==> src/rtl/pilot_pkg.sv <==
package pilot_pkg;
  localparam int SREG_W = 18;
  localparam int SAMP_W = 16;
  localparam int RAILS  = 2;

  typedef struct packed {
    logic load;
    logic shift;
  } strobe_t;
endpackage

==> src/rtl/pilot_ctrl.sv <==
module pilot_ctrl (
  input  logic              seedLoad,
  input  logic              chipEn,
  output pilot_pkg::strobe_t stb
);
  // A load wins over a shift in the same cycle.
  always_comb begin
    stb.load  = seedLoad;
    stb.shift = chipEn & ~seedLoad;
  end
endmodule

==> src/rtl/pilot_lfsr.sv <==
module pilot_lfsr #(
  parameter int           W        = 18,
  parameter logic [W-1:0] TAP_MASK = '0,
  parameter logic [W-1:0] RST_VAL  = '1
) (
  input  logic               clk,
  input  logic               rstN,
  input  pilot_pkg::strobe_t stb,
  input  logic [W-1:0]       loadVal,
  output logic [W-1:0]       state
);
  logic fbBit;
  assign fbBit = ^(state & TAP_MASK);

  always_ff @(posedge clk or negedge rstN) begin
    if (!rstN)          state <= RST_VAL;
    else if (stb.load)  state <= loadVal;
    else if (stb.shift) state <= {fbBit, state[W-1:1]};
  end
endmodule

==> src/rtl/pilot_datapath.sv <==
module pilot_datapath #(
  parameter int SREG_W = pilot_pkg::SREG_W,
  parameter int SAMP_W = pilot_pkg::SAMP_W
) (
  input  logic                     clk,
  input  logic                     rstN,
  input  pilot_pkg::strobe_t       stb,
  input  logic [SREG_W-1:0]        seedVal,
  input  logic signed [SAMP_W-1:0] gainWord,
  input  logic                     negGain,
  input  logic signed [SAMP_W-1:0] dataI,
  input  logic signed [SAMP_W-1:0] dataQ,
  output logic signed [SAMP_W-1:0] sumI,
  output logic signed [SAMP_W-1:0] sumQ
);
  localparam int PIL_W = SAMP_W + 1;
  localparam int SUM_W = SAMP_W + 2;
  localparam logic [SREG_W-1:0] UP_FB_MASK = SREG_W'(18'h00081); // bits 0,7
  localparam logic [SREG_W-1:0] LO_FB_MASK = SREG_W'(18'h004A1); // bits 0,5,7,10
  localparam logic [SREG_W-1:0] UP_Q_MASK  = SREG_W'(18'h08050); // bits 4,6,15
  localparam logic [SREG_W-1:0] LO_Q_MASK  = SREG_W'(18'h00160); // bits 5,6,8
  localparam logic signed [SUM_W-1:0] SAT_HI = SUM_W'((1 << (SAMP_W-1)) - 1);
  localparam logic signed [SUM_W-1:0] SAT_LO = -SUM_W'(1 << (SAMP_W-1));

  logic [SREG_W-1:0] upState, loState;

  pilot_lfsr #(.W(SREG_W), .TAP_MASK(UP_FB_MASK), .RST_VAL(SREG_W'(1))) u_upper (
    .clk(clk), .rstN(rstN), .stb(stb), .loadVal(seedVal), .state(upState)
  );

  pilot_lfsr #(.W(SREG_W), .TAP_MASK(LO_FB_MASK), .RST_VAL({SREG_W{1'b1}})) u_lower (
    .clk(clk), .rstN(rstN), .stb(stb), .loadVal({SREG_W{1'b1}}), .state(loState)
  );

  logic iBit, qBit;
  assign iBit = upState[0] ^ loState[0];
  assign qBit = (^(upState & UP_Q_MASK)) ^ (^(loState & LO_Q_MASK));

  logic signed [PIL_W-1:0] gExt, gEff, gOpp;
  assign gExt = {gainWord[SAMP_W-1], gainWord};
  assign gEff = negGain ? -gExt : gExt;
  assign gOpp = -gEff;

  logic signed [PIL_W-1:0]  pilotR [pilot_pkg::RAILS];
  logic signed [SAMP_W-1:0] dataR  [pilot_pkg::RAILS];
  logic signed [SAMP_W-1:0] sumR   [pilot_pkg::RAILS];

  // Complex map: I sign follows qBit, Q sign follows the inverse of iBit.
  always_comb begin
    unique case ({iBit, qBit})
      2'b00:   begin pilotR[0] = gOpp; pilotR[1] = gEff; end
      2'b01:   begin pilotR[0] = gEff; pilotR[1] = gEff; end
      2'b10:   begin pilotR[0] = gOpp; pilotR[1] = gOpp; end
      default: begin pilotR[0] = gEff; pilotR[1] = gOpp; end
    endcase
  end

  assign dataR[0] = dataI;
  assign dataR[1] = dataQ;

  for (genvar r = 0; r < pilot_pkg::RAILS; r++) begin : g_rail
    logic signed [SUM_W-1:0]  wide;
    logic signed [SAMP_W-1:0] clipped;

    assign wide = {{(SUM_W-SAMP_W){dataR[r][SAMP_W-1]}}, dataR[r]}
                + {{(SUM_W-PIL_W){pilotR[r][PIL_W-1]}}, pilotR[r]};

    always_comb begin
      if (wide > SAT_HI)      clipped = SAT_HI[SAMP_W-1:0];
      else if (wide < SAT_LO) clipped = SAT_LO[SAMP_W-1:0];
      else                    clipped = wide[SAMP_W-1:0];
    end

    always_ff @(posedge clk or negedge rstN) begin
      if (!rstN) sumR[r] <= '0;
      else       sumR[r] <= clipped;
    end
  end

  assign sumI = sumR[0];
  assign sumQ = sumR[1];
endmodule

==> src/rtl/pilot_insert.sv <==
module pilot_insert #(
  parameter int SREG_W = pilot_pkg::SREG_W,
  parameter int SAMP_W = pilot_pkg::SAMP_W
) (
  input  logic                     clk,
  input  logic                     rstN,
  input  logic                     seedLoad,
  input  logic [SREG_W-1:0]        seedVal,
  input  logic signed [SAMP_W-1:0] gainWord,
  input  logic                     negGain,
  input  logic                     chipEn,
  input  logic signed [SAMP_W-1:0] dataI,
  input  logic signed [SAMP_W-1:0] dataQ,
  output logic signed [SAMP_W-1:0] sumI,
  output logic signed [SAMP_W-1:0] sumQ
);
  pilot_pkg::strobe_t stb;

  pilot_ctrl u_ctrl (.seedLoad(seedLoad), .chipEn(chipEn), .stb(stb));

  pilot_datapath #(.SREG_W(SREG_W), .SAMP_W(SAMP_W)) u_dp (
    .clk(clk), .rstN(rstN), .stb(stb), .seedVal(seedVal),
    .gainWord(gainWord), .negGain(negGain),
    .dataI(dataI), .dataQ(dataQ), .sumI(sumI), .sumQ(sumQ)
  );
endmodule

==> config.mk <==
export PLATFORM = sky130hd
export DESIGN_NAME = pilot_insert
export DESIGN_NICKNAME = d
export VERILOG_FILES = /design/src/rtl/pilot_pkg.sv /design/src/rtl/pilot_ctrl.sv /design/src/rtl/pilot_lfsr.sv /design/src/rtl/pilot_datapath.sv /design/src/rtl/pilot_insert.sv
export SDC_FILE = /design/constraint.sdc
export NUM_CORES = 1
export LEC_CHECK = 0
export CAP_MARGIN = 15
export CORE_UTILIZATION = 35
export CTS_CLUSTER_DIAMETER = 200
export DETAILED_ROUTE_END_ITERATION = 12
export DONT_BUFFER_PORTS = 1
export RECOVER_POWER = 25
export SYNTH_ARGS = -nofsm -noshare
export SYNTH_HDL_FRONTEND = slang
export SYNTH_SLANG_ARGS = --single-unit
==> constraint.sdc <==
create_clock -name clk -period 10.29 [get_ports clk]
set_input_delay 0.5145 -clock clk [delete_from_list [all_inputs] [get_ports clk]]
set_output_delay 0.5145 -clock clk [all_outputs]
set_load 0.02 [all_outputs]
# Word-level counts from Yosys, hierarchy flattened
# Index checks and enable logic that the tools add are counted.
# Widths: inputs -> output; s select.
[word_totals]
inputBits = 71
out_inout_bits = 32
wordCells = 34
ff_bits = 68
[op_classes]
add_sub_neg = 4
n_bitwise = 4
mux = 10
reduce_logical = 6
eq_ne = 2
order_cmp = 4
[op_table]
columns = ["op", "count"]
rows = [
  ["$pmux 34 s3", 1],
  ["$mux 18", 4],
  ["$reduce_xor 18->1", 4],
  ["$mux 16", 4],
  ["$add 16x17->18", 2],
  ["$gt 18x16->1 const B", 2],
  ["$lt 18x16->1 const B", 2],
  ["$mux 17", 1],
  ["$neg 16->17", 1],
  ["$neg 17->17", 1],
  ["$eq 2x1->1 const B", 1],
  ["$eq 2x2->1 const B", 1],
  ["$logic_not 2->1", 1],
  ["$reduce_bool 2->1", 1],
  ["$xor 1x1->1", 2],
  ["$and 1x1->1", 1],
  ["$not 1->1", 1],
]

# Depth between registers and ports, before layout
# Gate-level depths: netlist of the first run.
[depth]
ltp_word = 8
ltp_mapped = 21
mapped_depth_nobuf = 17

# Modules after synthesis
# Synthesis of the first run repeated with hierarchy kept, for this count alone.
[hier_totals]
hier_cells = 662
hier_area_um2 = 5816.8
[by_module_without_submodules]
columns = ["mod", "seq_area_each_um2", "instances", "area_each_um2", "cells_each"]
rows = [
  ["pilot_datapath", 800.8, 1, 4027.6, 498],
  ["pilot_lfsr at u_dp.u_lower", 473.0, 1, 900.9, 82],
  ["pilot_lfsr at u_dp.u_upper", 451.7, 1, 867.1, 80],
  ["pilot_ctrl", 0.0, 1, 21.3, 2],
]

# Worst setup path before layout of the first run
# OpenSTA, ideal clock, no wires.
[synth_timing]
path_kind = "input to register"
start = "input port gainWord[0]"
end = "register u_dp.sumR (netlist bit u_dp.sumQ[5])"
n_path_buf = 3
path_slack_ps = 5890
cell_stages = 19
setup_time_ps = 96
arrival_time_ps = 4304
required_ps = 10194
path_cell_list = "buf_2 inv_1 ha_1 buf_4 or3b_4 a211oi_4 and3_1 a21boi_2 and3_1 a21oi_1 xnor2_1 ha_1 clkbuf_1 a31o_1 a211oi_1 a31oi_1 xnor2_1 a21oi_2 o31ai_1"
[synth_between]
elab_chain_len = 8
word_cells_on_any_way = 9
cone_classes = "add/sub (3); order compare (2); mux (4)"
[synth_lines]
columns = ["item", "line", "source"]
rows = [
  ["from (decl)", "pilot_insert.sv:9", "input logic signed [SAMP_W-1:0] gainWord,"],
  ["$neg 16->17", "pilot_datapath.sv:41", "assign gEff = negGain ? -gExt : gExt;"],
  ["$mux 17 (*)", "pilot_datapath.sv:41", ""],
  ["$neg 17->17", "pilot_datapath.sv:42", "assign gOpp = -gEff;"],
  ["$pmux 34 s3 (*)", "pilot_datapath.sv:50", "unique case ({iBit, qBit})"],
  ["$add 16x17->18 (*)", "pilot_datapath.sv:66", "+ {{(SUM_W-PIL_W){pilotR[r][PIL_W-1]}}, pilotR[r]};"],
  ["$lt 18x16->1", "pilot_datapath.sv:70", "else if (wide < SAT_LO) clipped = SAT_LO[SAMP_W-1:0];"],
  ["$mux 16", "pilot_datapath.sv:70", ""],
  ["$mux 16 (*)", "pilot_datapath.sv:69", "if (wide > SAT_HI) clipped = SAT_HI[SAMP_W-1:0];"],
  ["via u_dp.g_rail[1].clipped[5]", "pilot_datapath.sv:63", "logic signed [SAMP_W-1:0] clipped;"],
  ["to (signal, indexed assignment)", "pilot_datapath.sv:76", "else sumR[r] <= clipped;"],
  ["to (decl)", "pilot_datapath.sv:46", "logic signed [SAMP_W-1:0] sumR [pilot_pkg::RAILS];"],
]
# Mark *: on every way through the listed nets, which the timed path passes. The rest lies on a longest branch.
# A chain may end at the register's enable or synchronous reset.

# Final worst setup path of the first run
# Ends and elaborated chain as after synthesis.

==> impl_metrics.ini, run 1 <==
[outcome]
violations = max-capacitance violations, max-slew violations
status = finished, violations left

[global_route]
grt.overflow.total = 0
grt_pass1_wl_um = 23050
grt_antenna_before_repair = 0
grt_pass1_vias = 4505
grt_max_degree = 56
grt_usage_pct = 17.71

[worst_setup_path]
r2r_slack_ns = 5.91
worstPathCellList = inv_1 -> ha_1 -> or3b_4 -> a211oi_4 -> and3_1 -> a21boi_2 -> and2_1 -> a21oi_1 -> xnor2_1 -> ha_1 -> nand2_1 -> a21oi_1 -> a21oi_1 -> o41ai_1 -> xnor2_1 -> a21oi_2 -> o31ai_1
cpLargestDelayFamily = compound AO/OA/AOI/OAI gates
r2r_cells = 15
start_kind = input pin
path_class = in -> reg
timing.critical_path.mode_cell = a21oi_1
crit_buf_inv = 1
cp_max_fo = 15
cp.required_ns = 10.53
cp_data_arrival_time_ns = 5.13
max_stage_delay_ns = 0.85
end_kind = flip-flop
cpMaxStageDelayCell = xnor2_1
reg2reg_from = u_dp.u_lower.state[5]$_DFFE_PN1P_
worst_r2r_endpoint = u_dp.sumI[0]$_DFF_PN0_

[job]
drv_cap = 1

[floorplan]
core-area_um2 = 15890
die_y_um = 129.7
initial_utilization_pct = 35.93
rows = 46
die_w_um = 129.7
io_pins = 103
dieArea_um2 = 16820

[logic_synthesis]
synth.top_cell.area_share_pct = 21.48
synth_cells = 662
synth_area_leaders = dfrtp_1 21%, dfstp_2 8.7%, xnor2_1 8.3%
synth_edf_count = 0
synthTopCellsByCount = 57 x a21oi_1, 54 x xnor2_1, 51 x nand2_1, 49 x dfrtp_1
synth_fp_nets = 770
ys_warn_count = 0
synth_area_per_cell_um2 = 8.622
yosysSeqAreaShare_pct = 30.23
synth_area_um2 = 5708
yosysTopAreaCell = dfrtp_1
synth_most_common_cell = a21oi_1
ys_types = 71
ys.flop_type = dfrtp_1
async_reset_ff_share_pct = 100.0
synth-seq-cells = 68

[clock_network]
cts_tree = done
cts_buffer_depth = 2
worstSkewPairLatency_ns = 0.33
cts_setup_buffers = 0
htree_num_levels = 3
cts-root-buf = clkbuf_16
cts.sinks = 68
cts_made_buffers = 9
clk_pin_slew_ns = 0.06

[timing]
hold_viol_final = 0
fin_crit_sh_pct = 47.56
slew_viol_final = 50
rsz0062_at_grt = false
hold_ws_ns = 0.02676
min_period_ns = 4.894
slew_headroom_pct = -72.26
setup_ws_ns = 5.396
setup_viol = 0
tightest_slew_ns = 2.584
fin_skew_ns = 0.007476
fmax_mhz = 204.3
finalSetupTns_ns = 0

[drt]
vias = 4731
vias_per_cell = 5.450
drc_errors = 0
drt_first_pass_iters = 5
antenna_left = 0
drt_iter0_markers = 240
routed_wl_um = 14710
wl_per_cell_um = 16.95

[finish]
layout-drive-gt1-share_pct = 9.356
finalNonFillerCells = 868
final_nets = 755
syn2layout_area_growth_pct = 7.847
multi_input_area_um2 = 3787
nFillCells = 1623
seqCellArea_um2 = 1725
diodes = 0

[place]
port_buffers = 0
gp_congestion = 0.9259
dp_slack_ns = 5.089
post-dp-hpwl_um = 11690
place_inst = 851

[power_and_ir_drop]
cellPowerDensity_nw_per_um2 = 266.7
p_leak_nw = 2.437
max-vdd-ir-drop_uv = 92.76

[min_path]
hp-class = in -> async
state kept, by name, summed over array words and instances (netlist names):
register            count
u_dp.sumI              16
u_dp.sumQ              16
u_dp.u_lower.state     18
u_dp.u_upper.state     18
report_power, final:
| part | total (mW) | leakage [nW] | switching (mW) | internal [mW] |
|---|---|---|---|---|
| logic | 0.893 | 1.55 | 0.540 | 0.353 |
| clock network | 0.287 | 0.128 | 0.116 | 0.171 |
| registers | 0.462 | 0.756 | 0.112 | 0.350 |
worst max-delay path by stage:
stage | from | end | slack, ns | cells past startpoint
floorplan | gainWord[0] | u_dp.sumQ[5]$_DFF_PN0_ | 5.89 | 19
global placement | gainWord[0] | u_dp.sumQ[5]$_DFF_PN0_ | 5.22 | 17
detailed placement | gainWord[0] | u_dp.sumQ[5]$_DFF_PN0_ | 5.09 | 17
CTS | gainWord[0] | u_dp.sumQ[5]$_DFF_PN0_ | 5.44 | 17
global route | gainWord[0] | u_dp.sumI[0]$_DFF_PN0_ | 4.95 | 17
finish | gainWord[0] | u_dp.sumQ[5]$_DFF_PN0_ | 5.40 | 17
cell families after synthesis:
kind of cell	count (synthesis)	synth area share, %
adder cells (fa/ha/maj)	37	8.374
XOR/XNOR	82	12.58
buffers and inverters	47	3.419
flip-flops	68	30.23
AO/OA/AOI/OAI	219	24.59
AND/OR/NAND/NOR	185	16.53
multiplexers	24	4.274
what timing repair did:
action / in CTS / in global routing
hold buffers: 1 / 0
setup endpoints to repair: 0 / 0
gates resized for setup: 0 / 0
hold endpoints to repair: 49 / 0
area by class of cell:
class / instances / share of cell area (%)
Multi-Input combinational cell: 547 / 61.52
Sequential cell: 68 / 28.03
Tap cell: 216 / 4.390
Clock buffer: 10 / 3.882
Inverter: 18 / 1.098
Clock inverter: 6 / 0.7724
Timing Repair Buffer: 3 / 0.3049
routing by layer:
layer	track usage [%]	up-vias	routed length [µm]
met3	6.560	17	1313
met2	29.03	134	6684
met4	5.814	0	309
met1	21.47	2221	6404
met5	0	-	0
li1	-	2359	-
metrics by stage:
| stage | area (µm²) | util, % | total power, mW |
|---|---|---|---|
| final | 6156 | 38.75 | 1.642 |
| after detailed placement | 5866 | 36.93 | 1.357 |
| after floorplan | 5708 | - | 1.167 |
| after CTS | 6180 | 38.90 | 1.657 |
| after global routing | 6156 | 38.75 | 1.779 |
| after global placement | 5866 | 36.93 | 1.341 |
placed cells by master (no fill, tap or decap), drive strengths merged, types with 3 or more instances in the layout:
| master | netlist | final |
|---|---|---|
| a211o | 18 | 18 |
| a211oi | 5 | 5 |
| a21boi | 4 | 4 |
| a21o | 6 | 6 |
| a21oi | 59 | 59 |
| a31o | 3 | 3 |
| a31oi | 5 | 5 |
| and3 | 9 | 9 |
| clkbuf | 23 | 11 |
| clkinvlp | 0 | 4 |
| dfrtp | 49 | 49 |
| dfstp | 19 | 19 |
| ha | 35 | 35 |
| inv | 18 | 20 |
| mux2 | 3 | 3 |
| mux2i | 21 | 21 |
| nand2 | 51 | 51 |
| nand2b | 4 | 4 |
| nand3 | 7 | 7 |
| nand3b | 3 | 3 |
| nand4 | 5 | 5 |
| nor2 | 47 | 47 |
| nor2b | 23 | 23 |
| nor3 | 17 | 17 |
| nor4 | 3 | 3 |
| o211ai | 9 | 9 |
| o21a | 7 | 7 |
| o21ai | 79 | 79 |
| o21bai | 3 | 3 |
| o31ai | 5 | 5 |
| or2 | 3 | 3 |
| or3 | 5 | 5 |
| xnor2 | 54 | 54 |
| xor2 | 28 | 28 |
(Power assumes the default switching activity.)
==> inputs of run 2 (changes only) <==
Clock period 10.29 ns to 4.9 ns, I/O delays scaled along.
==> run 2 against run 1 <==
Core utilization is 0.50 points higher. Via count is 1.1% higher. Sequential share of layout area is 0.35 points lower. Sequential power is 110% higher. The run still ends with max-capacitance violations, max-slew violations left. Clock skew is 0.0018 ns lower. Setup slack worse by 5.0 ns. Flip-flop and latch count stayed put. Non-clock buffer count is 7 higher. Power is 120% higher. Global-route usage is 0.62 points higher. Die area stayed put. Hold slack worse by 0.0035 ns.
==> impl_metrics.ini, run 2 (synthesis gave the netlist of run 1 again) <==
[clock_network]
cts_tree = done
cts_buffer_depth = 2
htree_num_levels = 3
cts.sinks = 68
cts_setup_buffers = 0
cts-root-buf = clkbuf_16
cts_made_buffers = 9
worstSkewPairLatency_ns = 0.32
clk_pin_slew_ns = 0.06

[timing]
fin_skew_ns = 0.005680
min_period_ns = 4.472
hold_viol_final = 0
slew_viol_final = 69
rsz0062_at_grt = false
fmax_mhz = 223.6
setup_viol = 0
fin_crit_sh_pct = 91.27
slew_headroom_pct = -131.5
tightest_slew_ns = 3.473
finalSetupTns_ns = 0

[finish]
diodes = 0
layout_common_cells = 57 x a21oi_1, 53 x xnor2_1, 51 x nand2_1, 49 x dfrtp_1
layout-drive-gt1-share_pct = 10.17
reg_top3 = u_dp.u_lower.state (18), u_dp.u_upper.state (18)
syn2layout_area_growth_pct = 9.228
final_common_cell = a21oi_1
final_nets = 762

[worst_setup_path]
max_stage_delay_ns = 0.45
path_class = in -> reg
cpMaxStageDelayCell = xnor2_1
worstPathCellList = inv_1 -> ha_1 -> nor2b_1 -> nand3_1 -> o21a_1 -> o32ai_2 -> nand4_1 -> o21a_1 -> xnor2_1 -> ha_1 -> a21o_1 -> a31o_1 -> a211oi_1 -> a31oi_1 -> xnor2_1 -> a21oi_2 -> o31ai_1
start_kind = input pin
cp_max_fo = 11
cp.required_ns = 5.12
crit_buf_inv = 1
cp_data_arrival_time_ns = 4.69
end_kind = flip-flop
cpLargestDelayFamily = compound AO/OA/AOI/OAI gates

[power_and_ir_drop]
p_leak_nw = 2.486
max-vdd-ir-drop_uv = 188.4
cellPowerDensity_nw_per_um2 = 566.5
finalPower_mw = 3.532

[drt]
drc_errors = 0
vias_per_cell = 5.469
drt_first_pass_iters = 4
routed_wl_um = 14940
vias = 4785
wl_per_cell_um = 17.07
drt_iter0_markers = 280
antenna_left = 0

[floorplan]
core-area_um2 = 15890
die_w_um = 129.7
dieArea_um2 = 16820
die_y_um = 129.7
io_pins = 103
rows = 46
initial_utilization_pct = 35.93

[min_path]
hp-class = in -> reg

[outcome]
violations = max-capacitance violations, max-slew violations
status = finished, violations left

[place]
port_buffers = 0
post-dp-hpwl_um = 11930
gp_congestion = 0.8960

[global_route]
use_met1_pct = 22.50
grt_usage_pct = 18.33
grt_antenna_before_repair = 0
globalRouteMet3Util_pct = 6.601
grt_pass1_wl_um = 24040
gr-usage-met2_pct = 29.38
grt_max_degree = 69
grt_pass1_vias = 4732
grt.overflow.total = 0
top_usage_layer = met2

[job]
drv_cap = 1
==> run 2: worst paths after layout <==
check	startpoint	to	slack (ns)	cells past startpoint
setup / recovery	gainWord[0]	u_dp.sumQ[5]$_DFF_PN0_	0.43	17
hold / removal	seedLoad	u_dp.u_lower.state[8]$_DFFE_PN1P_	0.02	1
setup reg to reg	u_dp.u_lower.state[5]$_DFFE_PN1P_	u_dp.sumI[9]$_DFF_PN0_	0.66	13
hold reg to reg	u_dp.u_upper.state[10]$_DFFE_PN0P_	u_dp.u_upper.state[10]$_DFFE_PN0P_	0.57	2
max in group asynchronous	rstN	u_dp.sumI[9]$_DFF_PN0_	1.28	2
min in group asynchronous	rstN	u_dp.u_upper.state[12]$_DFFE_PN0P_	1.66	2
==> run 2: report_power, final <==
group | total, mW | switching, mW | internal (mW)
Clock | 0.635 | 0.240 | 0.395
Combinational | 1.93 | 1.16 | 0.769
Sequential | 0.971 | 0.237 | 0.734
Total | 3.53 | 1.63 | 1.90
==> run 2: routing by layer <==
| layer | up-vias | routed length, µm | share of wire, % |
|---|---|---|---|
| met3 | 25 | 1221 | 8.2 |
| met4 | 0 | 391 | 2.6 |
| li1 | 2371 | - | - |
| met1 | 2250 | 6637 | 44 |
| met5 | - | 0 | 0 |
| met2 | 139 | 6686 | 45 |
==> run 2: what timing repair did <==
action	4_1_cts	5_1_grt
hold endpoints to repair	69	0
hold buffers	3	0
setup endpoints to repair	0	9
resized for setup	0	1
==> run 2: layout make-up <==
cell class,instances,area [µm²]
Timing Repair Buffer,10,76.32
Tap cell,216,270.3
Inverter,18,67.56
Fill cell,1648,9651
Multi-Input combinational cell,547,3795
Clock buffer,9,225.2
Sequential cell,68,1725
Clock inverter,7,75.07
==> run 2: per-stage QoR <==
stage               util (%)  hold slack (ns)  setup WS, ns  cell area [µm²]  cells
floorplan                  -         -0.05059        0.7699             5708    662
global placement       37.16         -0.04869        0.1110             5903    856
detailed placement     37.16         -0.04889       0.08952             5903    856
CTS                    39.35         0.009356        0.4306             6251    875
global route           39.25         0.009677       0.04636             6235    875
finish                 39.25          0.02321        0.4275             6235    875
